`src/rtl/mac_evt_pkg.sv`:
```
package mac_evt_pkg;
   localparam int EVT_NUM      = 17;
   localparam int MDIO_NUM     = 2;
   localparam int WORD_W       = 32;
   localparam int WADDR_W      = 1;
   localparam int OFS_MASK     = 0;
   localparam int OFS_EVENT    = 1;
   localparam logic [EVT_NUM-1:0] MASK_AT_RESET = 17'h17FFB;
endpackage

```
`src/rtl/mac_evt_bank.sv`:
```
module mac_evt_bank #(
   parameter int N = 17
) (
   input  logic         clk,
   input  logic         rst_n,
   input  logic [N-1:0] set_i,
   input  logic [N-1:0] clr_i,
   output logic [N-1:0] evt_o
);
   if (N < 1) begin : g_bad_n
      $error("mac_evt_bank: N must be positive");
   end

   for (genvar i = 0; i < N; i++) begin : g_bit
      logic flag_q;
      always_ff @(posedge clk) begin
         if (!rst_n)         flag_q <= 1'b0;
         else if (set_i[i])  flag_q <= 1'b1;
         else if (clr_i[i])  flag_q <= 1'b0;
      end
      assign evt_o[i] = flag_q;

      p_sticky_r2: assert property (@(posedge clk) disable iff (!rst_n)
         (evt_o[i] && !clr_i[i]) |=> evt_o[i]);
      p_set_wins_r4: assert property (@(posedge clk) disable iff (!rst_n)
         set_i[i] |=> evt_o[i]);
      p_clear_r3: assert property (@(posedge clk) disable iff (!rst_n)
         (clr_i[i] && !set_i[i]) |=> !evt_o[i]);
   end
endmodule

```
`src/rtl/mac_evt_mask.sv`:
```
module mac_evt_mask #(
   parameter int N = 17,
   parameter logic [N-1:0] RST_VAL = '1
) (
   input  logic         clk,
   input  logic         rst_n,
   input  logic         wr_i,
   input  logic [N-1:0] wdata_i,
   output logic [N-1:0] mask_o
);
   logic [N-1:0] mask_q;

   always_ff @(posedge clk) begin
      if (!rst_n)    mask_q <= RST_VAL;
      else if (wr_i) mask_q <= wdata_i;
   end
   assign mask_o = mask_q;

   p_mask_load_r5: assert property (@(posedge clk) disable iff (!rst_n)
      wr_i |=> (mask_o == $past(wdata_i)));
   p_mask_hold_r5: assert property (@(posedge clk) disable iff (!rst_n)
      !wr_i |=> $stable(mask_o));
endmodule

```
`src/rtl/mac_evt_irq.sv`:
```
module mac_evt_irq #(
   parameter int N       = 17,
   parameter int MDIO_N  = 2,
   parameter bit IRQ_REG = 1'b1
) (
   input  logic         clk,
   input  logic         rst_n,
   input  logic [N-1:0] evt_i,
   input  logic [N-1:0] mask_i,
   output logic         irq_mdio_o,
   output logic         irq_err_o
);
   localparam logic [N-1:0] MDIO_SEL = {{MDIO_N{1'b1}}, {(N-MDIO_N){1'b0}}};
   localparam logic [N-1:0] ERR_SEL  = ~MDIO_SEL;

   if (MDIO_N < 1 || MDIO_N >= N) begin : g_bad_split
      $error("mac_evt_irq: MDIO_N must lie in 1..N-1");
   end

   logic [N-1:0] live;
   logic         mdio_any;
   logic         err_any;

   assign live     = evt_i & mask_i;
   assign mdio_any = |(live & MDIO_SEL);
   assign err_any  = |(live & ERR_SEL);

   if (IRQ_REG) begin : g_flop
      logic mdio_q, err_q;
      always_ff @(posedge clk) begin
         if (!rst_n) begin
            mdio_q <= 1'b0;
            err_q  <= 1'b0;
         end else begin
            mdio_q <= mdio_any;
            err_q  <= err_any;
         end
      end
      assign irq_mdio_o = mdio_q;
      assign irq_err_o  = err_q;

      p_mdio_rise_r6: assert property (@(posedge clk) disable iff (!rst_n)
         (|(evt_i & mask_i & MDIO_SEL)) |=> irq_mdio_o);
      p_mdio_quiet_r6: assert property (@(posedge clk) disable iff (!rst_n)
         !(|(evt_i & mask_i & MDIO_SEL)) |=> !irq_mdio_o);
      p_err_rise_r7: assert property (@(posedge clk) disable iff (!rst_n)
         (|(evt_i & mask_i & ERR_SEL)) |=> irq_err_o);
      p_err_quiet_r7: assert property (@(posedge clk) disable iff (!rst_n)
         !(|(evt_i & mask_i & ERR_SEL)) |=> !irq_err_o);
   end else begin : g_comb
      logic unused_clk;
      assign unused_clk = clk ^ rst_n;
      assign irq_mdio_o = mdio_any;
      assign irq_err_o  = err_any;
   end
endmodule

```
`src/rtl/mac_evt_regport.sv`:
```
module mac_evt_regport #(
   parameter int DATA_W   = 32,
   parameter int ADDR_W   = 1,
   parameter int N        = 17,
   parameter int A_MASK   = 0,
   parameter int A_EVENT  = 1
) (
   input  logic              clk,
   input  logic              rst_n,
   input  logic              wr_en_i,
   input  logic              rd_en_i,
   input  logic [ADDR_W-1:0] addr_i,
   input  logic [DATA_W-1:0] wdata_i,
   input  logic [N-1:0]      mask_i,
   input  logic [N-1:0]      evt_i,
   output logic              mask_wr_o,
   output logic [N-1:0]      field_o,
   output logic [N-1:0]      evt_clr_o,
   output logic [DATA_W-1:0] rdata_o
);
   if (N > DATA_W) begin : g_bad_width
      $error("mac_evt_regport: N exceeds DATA_W");
   end
   if (A_MASK == A_EVENT) begin : g_bad_map
      $error("mac_evt_regport: register offsets collide");
   end

   logic hit_mask, hit_evt;
   logic [DATA_W-1:0] rd_mux;
   logic [DATA_W-1:0] rdata_q;

   assign hit_mask = (addr_i == ADDR_W'(A_MASK));
   assign hit_evt  = (addr_i == ADDR_W'(A_EVENT));

   assign field_o   = wdata_i[N-1:0];
   assign mask_wr_o = wr_en_i && hit_mask;
   assign evt_clr_o = (wr_en_i && hit_evt) ? wdata_i[N-1:0] : '0;

   if (N < DATA_W) begin : g_hi
      logic unused_hi;
      assign unused_hi = ^wdata_i[DATA_W-1:N];
   end

   always_comb begin
      rd_mux = '0;
      if (hit_mask)     rd_mux = DATA_W'(mask_i);
      else if (hit_evt) rd_mux = DATA_W'(evt_i);
   end

   always_ff @(posedge clk) begin
      if (!rst_n)       rdata_q <= '0;
      else if (rd_en_i) rdata_q <= rd_mux;
      else              rdata_q <= '0;
   end
   assign rdata_o = rdata_q;

   p_idle_zero_r9: assert property (@(posedge clk) disable iff (!rst_n)
      !rd_en_i |=> (rdata_o == '0));
   if (N < DATA_W) begin : g_hi_chk
      p_upper_zero_r8: assert property (@(posedge clk) disable iff (!rst_n)
         rdata_o[DATA_W-1:N] == '0);
   end
endmodule

```
`src/rtl/mac_evt_intc.sv`:
```
module mac_evt_intc
   import mac_evt_pkg::*;
#(
   parameter int N       = EVT_NUM,
   parameter int MDIO_N  = MDIO_NUM,
   parameter int DATA_W  = WORD_W,
   parameter int ADDR_W  = WADDR_W,
   parameter bit IRQ_REG = 1'b1,
   parameter logic [N-1:0] MASK_RST = MASK_AT_RESET
) (
   input  logic              clk,
   input  logic              rst_n,
   input  logic [N-1:0]      evt_pulse,
   input  logic              reg_wr_en,
   input  logic              reg_rd_en,
   input  logic [ADDR_W-1:0] reg_addr,
   input  logic [DATA_W-1:0] reg_wdata,
   output logic [DATA_W-1:0] reg_rdata,
   output logic              irq_mdio,
   output logic              irq_err
);
   logic [N-1:0] evt_q, mask_q, clr_v, field_v;
   logic         mask_wr;

   mac_evt_regport #(
      .DATA_W(DATA_W), .ADDR_W(ADDR_W), .N(N),
      .A_MASK(OFS_MASK), .A_EVENT(OFS_EVENT)
   ) u_port (
      .clk(clk), .rst_n(rst_n),
      .wr_en_i(reg_wr_en), .rd_en_i(reg_rd_en),
      .addr_i(reg_addr), .wdata_i(reg_wdata),
      .mask_i(mask_q), .evt_i(evt_q),
      .mask_wr_o(mask_wr), .field_o(field_v),
      .evt_clr_o(clr_v), .rdata_o(reg_rdata)
   );

   mac_evt_bank #(.N(N)) u_bank (
      .clk(clk), .rst_n(rst_n),
      .set_i(evt_pulse), .clr_i(clr_v), .evt_o(evt_q)
   );

   mac_evt_mask #(.N(N), .RST_VAL(MASK_RST)) u_mask (
      .clk(clk), .rst_n(rst_n),
      .wr_i(mask_wr), .wdata_i(field_v), .mask_o(mask_q)
   );

   mac_evt_irq #(.N(N), .MDIO_N(MDIO_N), .IRQ_REG(IRQ_REG)) u_irq (
      .clk(clk), .rst_n(rst_n),
      .evt_i(evt_q), .mask_i(mask_q),
      .irq_mdio_o(irq_mdio), .irq_err_o(irq_err)
   );

   p_reset_state_r1: assert property (@(posedge clk)
      !rst_n |=> (evt_q == '0 && mask_q == MASK_RST && reg_rdata == '0));
endmodule

```
`config.mk`:
```
export PLATFORM = sky130hd
export DESIGN_NAME = mac_evt_intc
export DESIGN_NICKNAME = d
export VERILOG_FILES = /design/src/rtl/mac_evt_pkg.sv /design/src/rtl/mac_evt_bank.sv /design/src/rtl/mac_evt_mask.sv /design/src/rtl/mac_evt_irq.sv /design/src/rtl/mac_evt_regport.sv /design/src/rtl/mac_evt_intc.sv
export SDC_FILE = /design/constraint.sdc
export NUM_CORES = 1
export LEC_CHECK = 0
export BUFFER_PORTS_ARGS = -buffer_cell sky130_fd_sc_hd__buf_2
export CAP_MARGIN = 30
export CORE_ASPECT_RATIO = 1.4
export CORE_UTILIZATION = 35
export DETAILED_ROUTE_END_ITERATION = 10
export PLACE_DENSITY = 0.71
export SYNTH_ARGS = -nofsm -noshare
export SYNTH_HDL_FRONTEND = slang
export SYNTH_SLANG_ARGS = --single-unit
```
`constraint.sdc`:
```
create_clock -name clk -period 1.1 [get_ports clk]
set_input_delay 0.22 -clock clk [delete_from_list [all_inputs] [get_ports clk]]
set_output_delay 0.22 -clock clk [all_outputs]
set_load 0.005 [all_outputs]
```
# --- After elaboration in Yosys (flattened, before gate mapping) ---
# Cells that the tools add are included.
totals:
  register_bits: 68
  latchBits: 0
  mem_bits_rw: 0
  romBits: 0
  inputBits: 54
  output_inout_bits: 34
  memories: 0
classes:
  add_sub_neg: 0
  mul: 0
  n_div: 0
  n_lt_le_gt_ge: 0
  eq_ne: 0
  n_shift: 0
  muxes: 36
  n_bitwise: 2
  n_reduce_logical: 22
op_table:
  columns: ["cell", "count"]
  rows:
  - ["$mux 1", 34]
  - ["$mux 17", 2]
  - ["$reduce_bool 2->1", 17]
  - ["$and 17x17->17", 1]
  - ["$reduce_or 15->1", 1]
  - ["$logic_and 1x1->1", 2]
  - ["$reduce_and 2->1", 1]
  - ["$reduce_or 2->1", 1]
  - ["$not 1->1", 1]

# --- Logic depth before layout (Yosys ltp) ---
logic_depth:
  word_depth: 4
  depth_mapped: 6
  ltp_nobuf: 3

# --- By module ---
# Synthesis repeated with hierarchy kept, for this count alone.
unflattened:
  hier_cells: 248
  hier_area_um2: 2471.1
by_module_without_submodules:
  columns: ["mod", "n_inst", "cells_per_inst", "area_per_inst_um2", "seq_area_each_um2"]
  rows:
  - ["mac_evt_regport", 1, 109, 991.0, 340.3]
  - ["mac_evt_bank", 1, 70, 733.2, 340.3]
  - ["mac_evt_mask", 1, 55, 619.3, 340.3]
  - ["mac_evt_irq", 1, 14, 127.6, 40.0]

# --- Worst setup path after synthesis ---
# Ideal clock, no wire load.
synth_timing:
  kind: "reg-to-reg"
  from: "reg u_mask.mask_q[2], in the netlist u_mask.mask_o[2]"
  to: "reg u_irq.g_flop.err_q, in the netlist u_irq.irq_err_o"
  setup_time_ns: 0.115
  arrival_ns: 0.863
  required_ns: 0.985
  path_slack_ns: 0.122
  stages_incl_launch_ff: 4
  n_path_buf: 0
  period_less_slack_ns: 0.978
  path_cell_list: "dfxtp_1 -> a222oi_1 -> nand3_1 -> o21a_1"
synth_via:
  elab_chain_len: 2
synth_lines:
  columns: ["item", "line_no", "source"]
  rows:
  - ["start: declaration", "mac_evt_mask.sv:11", "logic [N-1:0] mask_q;"]
  - ["start signal: assignment", "mac_evt_mask.sv:15", "else if (wr_i) mask_q <= wdata_i;"]
  - ["$and 17x17->17", "mac_evt_irq.sv:24", "assign live = evt_i & mask_i;"]
  - ["$reduce_or 15->1", "mac_evt_irq.sv:26", "assign err_any = |(live & ERR_SEL);"]
  - ["end signal: assignment", "mac_evt_irq.sv:36", "err_q <= err_any;"]
  - ["end: declaration", "mac_evt_irq.sv:29", "logic mdio_q, err_q;"]
# Every way passes these cells.
# A chain may end at the register's enable or synchronous reset.

# --- Final worst setup path ---
layout_timing:
  from: "reg u_bank.g_bit[8].flag_q"
  to: "reg u_irq.g_flop.err_q, in the netlist u_irq.irq_err_o"
layout_via:
  elab_chain_len: 2
layout_lines:
  columns: ["item", "line_no", "source"]
  rows:
  - ["start: declaration", "mac_evt_bank.sv:15", "logic flag_q;"]
  - ["start signal: assignment", "mac_evt_bank.sv:17", "if (!rst_n) flag_q <= 1'b0;"]
  - ["start signal: assignment", "mac_evt_bank.sv:18", "else if (set_i[i]) flag_q <= 1'b1;"]
  - ["start signal: assignment", "mac_evt_bank.sv:19", "else if (clr_i[i]) flag_q <= 1'b0;"]
  - ["$and 17x17->17", "mac_evt_irq.sv:24", null]
  - ["$reduce_or 15->1", "mac_evt_irq.sv:26", null]
# Every way passes these cells.

==> flow_metrics.env <==
export IMPL_grt_max_degree=18
export IMPL_avgRoutedWirePerCell_um=12.12
export IMPL_critical_path_max_stage_delay_ps=340
export IMPL_p_sw_uw=871.8
export IMPL_clk_latency_ps=290
export IMPL_yosysUniqueCellTypes=23
export IMPL_clkSinkCount=53
export IMPL_cellInternalPower_mw=2.736
export IMPL_r2r_start="u_bank.g_bit[8].flag_q"
export IMPL_synth_most_common_cell="dfxtp_1"
export IMPL_synth_top_cell_area_share_pct=49.22
export IMPL_top_layer="met4"
export IMPL_ys_warn_count=0
export IMPL_wl_met3_um=220
export IMPL_synth_cells=217
export IMPL_met1_length_um=1859
export IMPL_post_route_period_util_pct=96.10
export IMPL_whs_ps=127.9
export IMPL_dp_hpwl_um=3255
export IMPL_die_w_um=68.33
export IMPL_track_usage_pct=14.04
export IMPL_max_freq_mhz=946.0
export IMPL_via_per_inst=4.624
export IMPL_wl_um=4255
export IMPL_post_cts_repair_setup_buffers=0
export IMPL_dr_first_iter_drc_count=93
export IMPL_rows=33
export IMPL_grt_pass1_wl_um=6851
export IMPL_cts_max_path_buffers=2
export IMPL_grt_pass1_vias=1539
export IMPL_critPathKind="flop to flop"
export IMPL_cp_start_kind="flop"
export IMPL_yosys_area_top_type="dfxtp_1"
export IMPL_drtPass1Iterations=4
export IMPL_area_growth_pct=17.64
export IMPL_tns_ps=0
export IMPL_slew_viol_final=0
export IMPL_async_flop_share_pct=0
export IMPL_die_area_sq_mm=0.006482
export IMPL_drc=0
export IMPL_synth_common_cells="53 x dfxtp_1, 35 x nand2_1, 18 x o21a_1"
export IMPL_antenna_found_initial=0
export IMPL_die_height_um=94.86
export IMPL_p_seq_share_pct=58.5
export IMPL_core_sq_mm=0.005904
export IMPL_hp_class="input port to flop"
export IMPL_finish_instance_area_sq_mm=0.002536
export IMPL_start_util_pct=36.51
export IMPL_swShare_pct=24.16
export IMPL_syn_area_sq_mm=0.002156
export IMPL_path_max_fanout=3
export IMPL_path_clk_slew_ps=90
export IMPL_setup_viol=0
export IMPL_p_per_area_mw_per_mm2=1423
export IMPL_dp_cells=343
export IMPL_path_cells="a222oi_1 > nand3_1 > o21a_1"
export IMPL_htreeDepth=2
export IMPL_synth_seq_cells=53
export IMPL_grt_ovfl_total=0
export IMPL_p_clk_share_pct=28.0
export IMPL_ant_nets=0
export IMPL_ctsRootBufferMaster="clkbuf_8"
export IMPL_ys_seq_area_share_pct=49.22
export IMPL_numCtsBuffers=5
export IMPL_synth_area_leaders="dfxtp_1 49%, mux2i_1 7.9%, o21a_1 6.3%, nand2_1 6.1%, buf_4 5.6%"
export IMPL_post_layout_nonfiller_instances=351
export IMPL_drive_gt1_share_pct=32.03
export IMPL_rsz0062_at_grt="true"
export IMPL_cp_arrival_ps=1250
export IMPL_crit_path_start="u_bank.g_bit[8].flag_q"
export IMPL_dp_slack_ps=-1.212
export IMPL_status="completed"
export IMPL_gp_congestion=0.7553
export IMPL_setup_ws_ps=42.95
export IMPL_cts_tree="done"
export IMPL_synth_edf_count=0
export IMPL_period_minus_slack_ps=1057
export IMPL_cp_required_ps=1300
export IMPL_drv_cap=0
export IMPL_finClkSkew_ps=6.444
export IMPL_hold_viol=0
export IMPL_peakVddDrop_uv=892.1
export IMPL_vias=1623
export IMPL_port_buffer_count=57
export IMPL_combPwrFrac_pct=13.5
export IMPL_wl_met2_um=2135
export IMPL_final_nets=334
export IMPL_dpl_cell_area_sq_mm=0.002452
export IMPL_slowest_stage="dfxtp_1"
export IMPL_ios=88
export IMPL_synth_avg_cell_area_sq_um=9.935
export IMPL_diodes=0
export IMPL_min_from="evt_pulse[4]"
export IMPL_worstSetupEndpointType="flop"
export IMPL_synth_main_ff_cell="dfxtp_1"
export IMPL_p_leak_nw=1.230
-- power groups by stage --
stage	combinational (mW)	clock [mW]	sequential, mW
6_report	0.488	1.01	2.11
4_1_cts	0.497	1.06	2.11
5_1_grt	0.552	1.13	2.13
3_5_place_dp	0.495	0	2.15
2_1_floorplan	0.354	0	2.15
3_3_place_gp	0.486	0	2.15
-- routing by layer --
| layer | vias up | track usage, % |
|---|---|---|
| li1 | 828 | - |
| met1 | 738 | 16.40 |
| met2 | 52 | 24.75 |
| met3 | 5 | 2.778 |
| met4 | 0 | 4.688 |
| met5 | - | 0 |
-- layout make-up --
class,instances,area (sq um)
fill,599,3368
multi-input combinational,150,920.9
clock buffer,6,72.57
clock inverter,2,10.01
sequential,53,1062
timing repair buffer,70,382.9
tap,70,87.58
-- flip-flops by register name, summed over array words and instances (netlist names) --
register	cells
u_port.rdata_o	17
u_irq.irq_err_o	1
u_bank.g_bit.flag_q	17
u_mask.mask_o	17
u_irq.irq_mdio_o	1
-- stage by stage --
step / total power [mW] / util [%]
3_3_place_gp: 2.637 / 41.53
2_1_floorplan: 2.499 / -
6_report: 3.608 / 42.95
3_5_place_dp: 2.649 / 41.53
4_1_cts: 3.668 / 42.93
5_1_grt: 3.805 / 42.95
-- worst max-delay path, delay by kind of cell (launching register included) --
family / cells / cell delay (ps)
simple gates: 1 / 110
compound gates: 2 / 510
flops: 1 / 340
-- logic make-up after synthesis --
family          synth area share (%)
compound gates                 17.53
mux                            7.893
flops                          49.22
simple gates                   14.68
buf+inv                        10.51
other cells                   0.1739
-- layout by cell type (no fill, tap or decap), drive strengths merged --
cell type  instances
a21boi            19
a222oi             1
a22oi              7
and2               1
buf               70
clkbuf             6
clkinv             2
conb              15
dfxtp             53
mux2i             17
nand2             35
nand2b             1
nand3             16
nand4              1
nor2              17
nor2b              2
o21a              18
-- path summary, 6_finish.rpt --
kind,end,cells after the start,slack [ps]
setup / recovery,u_irq.irq_err_o,3,40
hold / removal,u_bank.g_bit[4].flag_q,2,130
setup reg to reg,u_irq.irq_err_o,3,40
hold reg to reg,u_mask.mask_o[15],2,470
-- what timing repair did --
| item | 4_1_cts | 5_1_grt |
|---|---|---|
| setup endpoints to repair | 0 | 1 |
| hold buffers | 0 | 0 |
| hold endpoints to repair | 0 | 0 |
| resized for setup | 0 | 1 |
(Power assumes the default switching activity.)
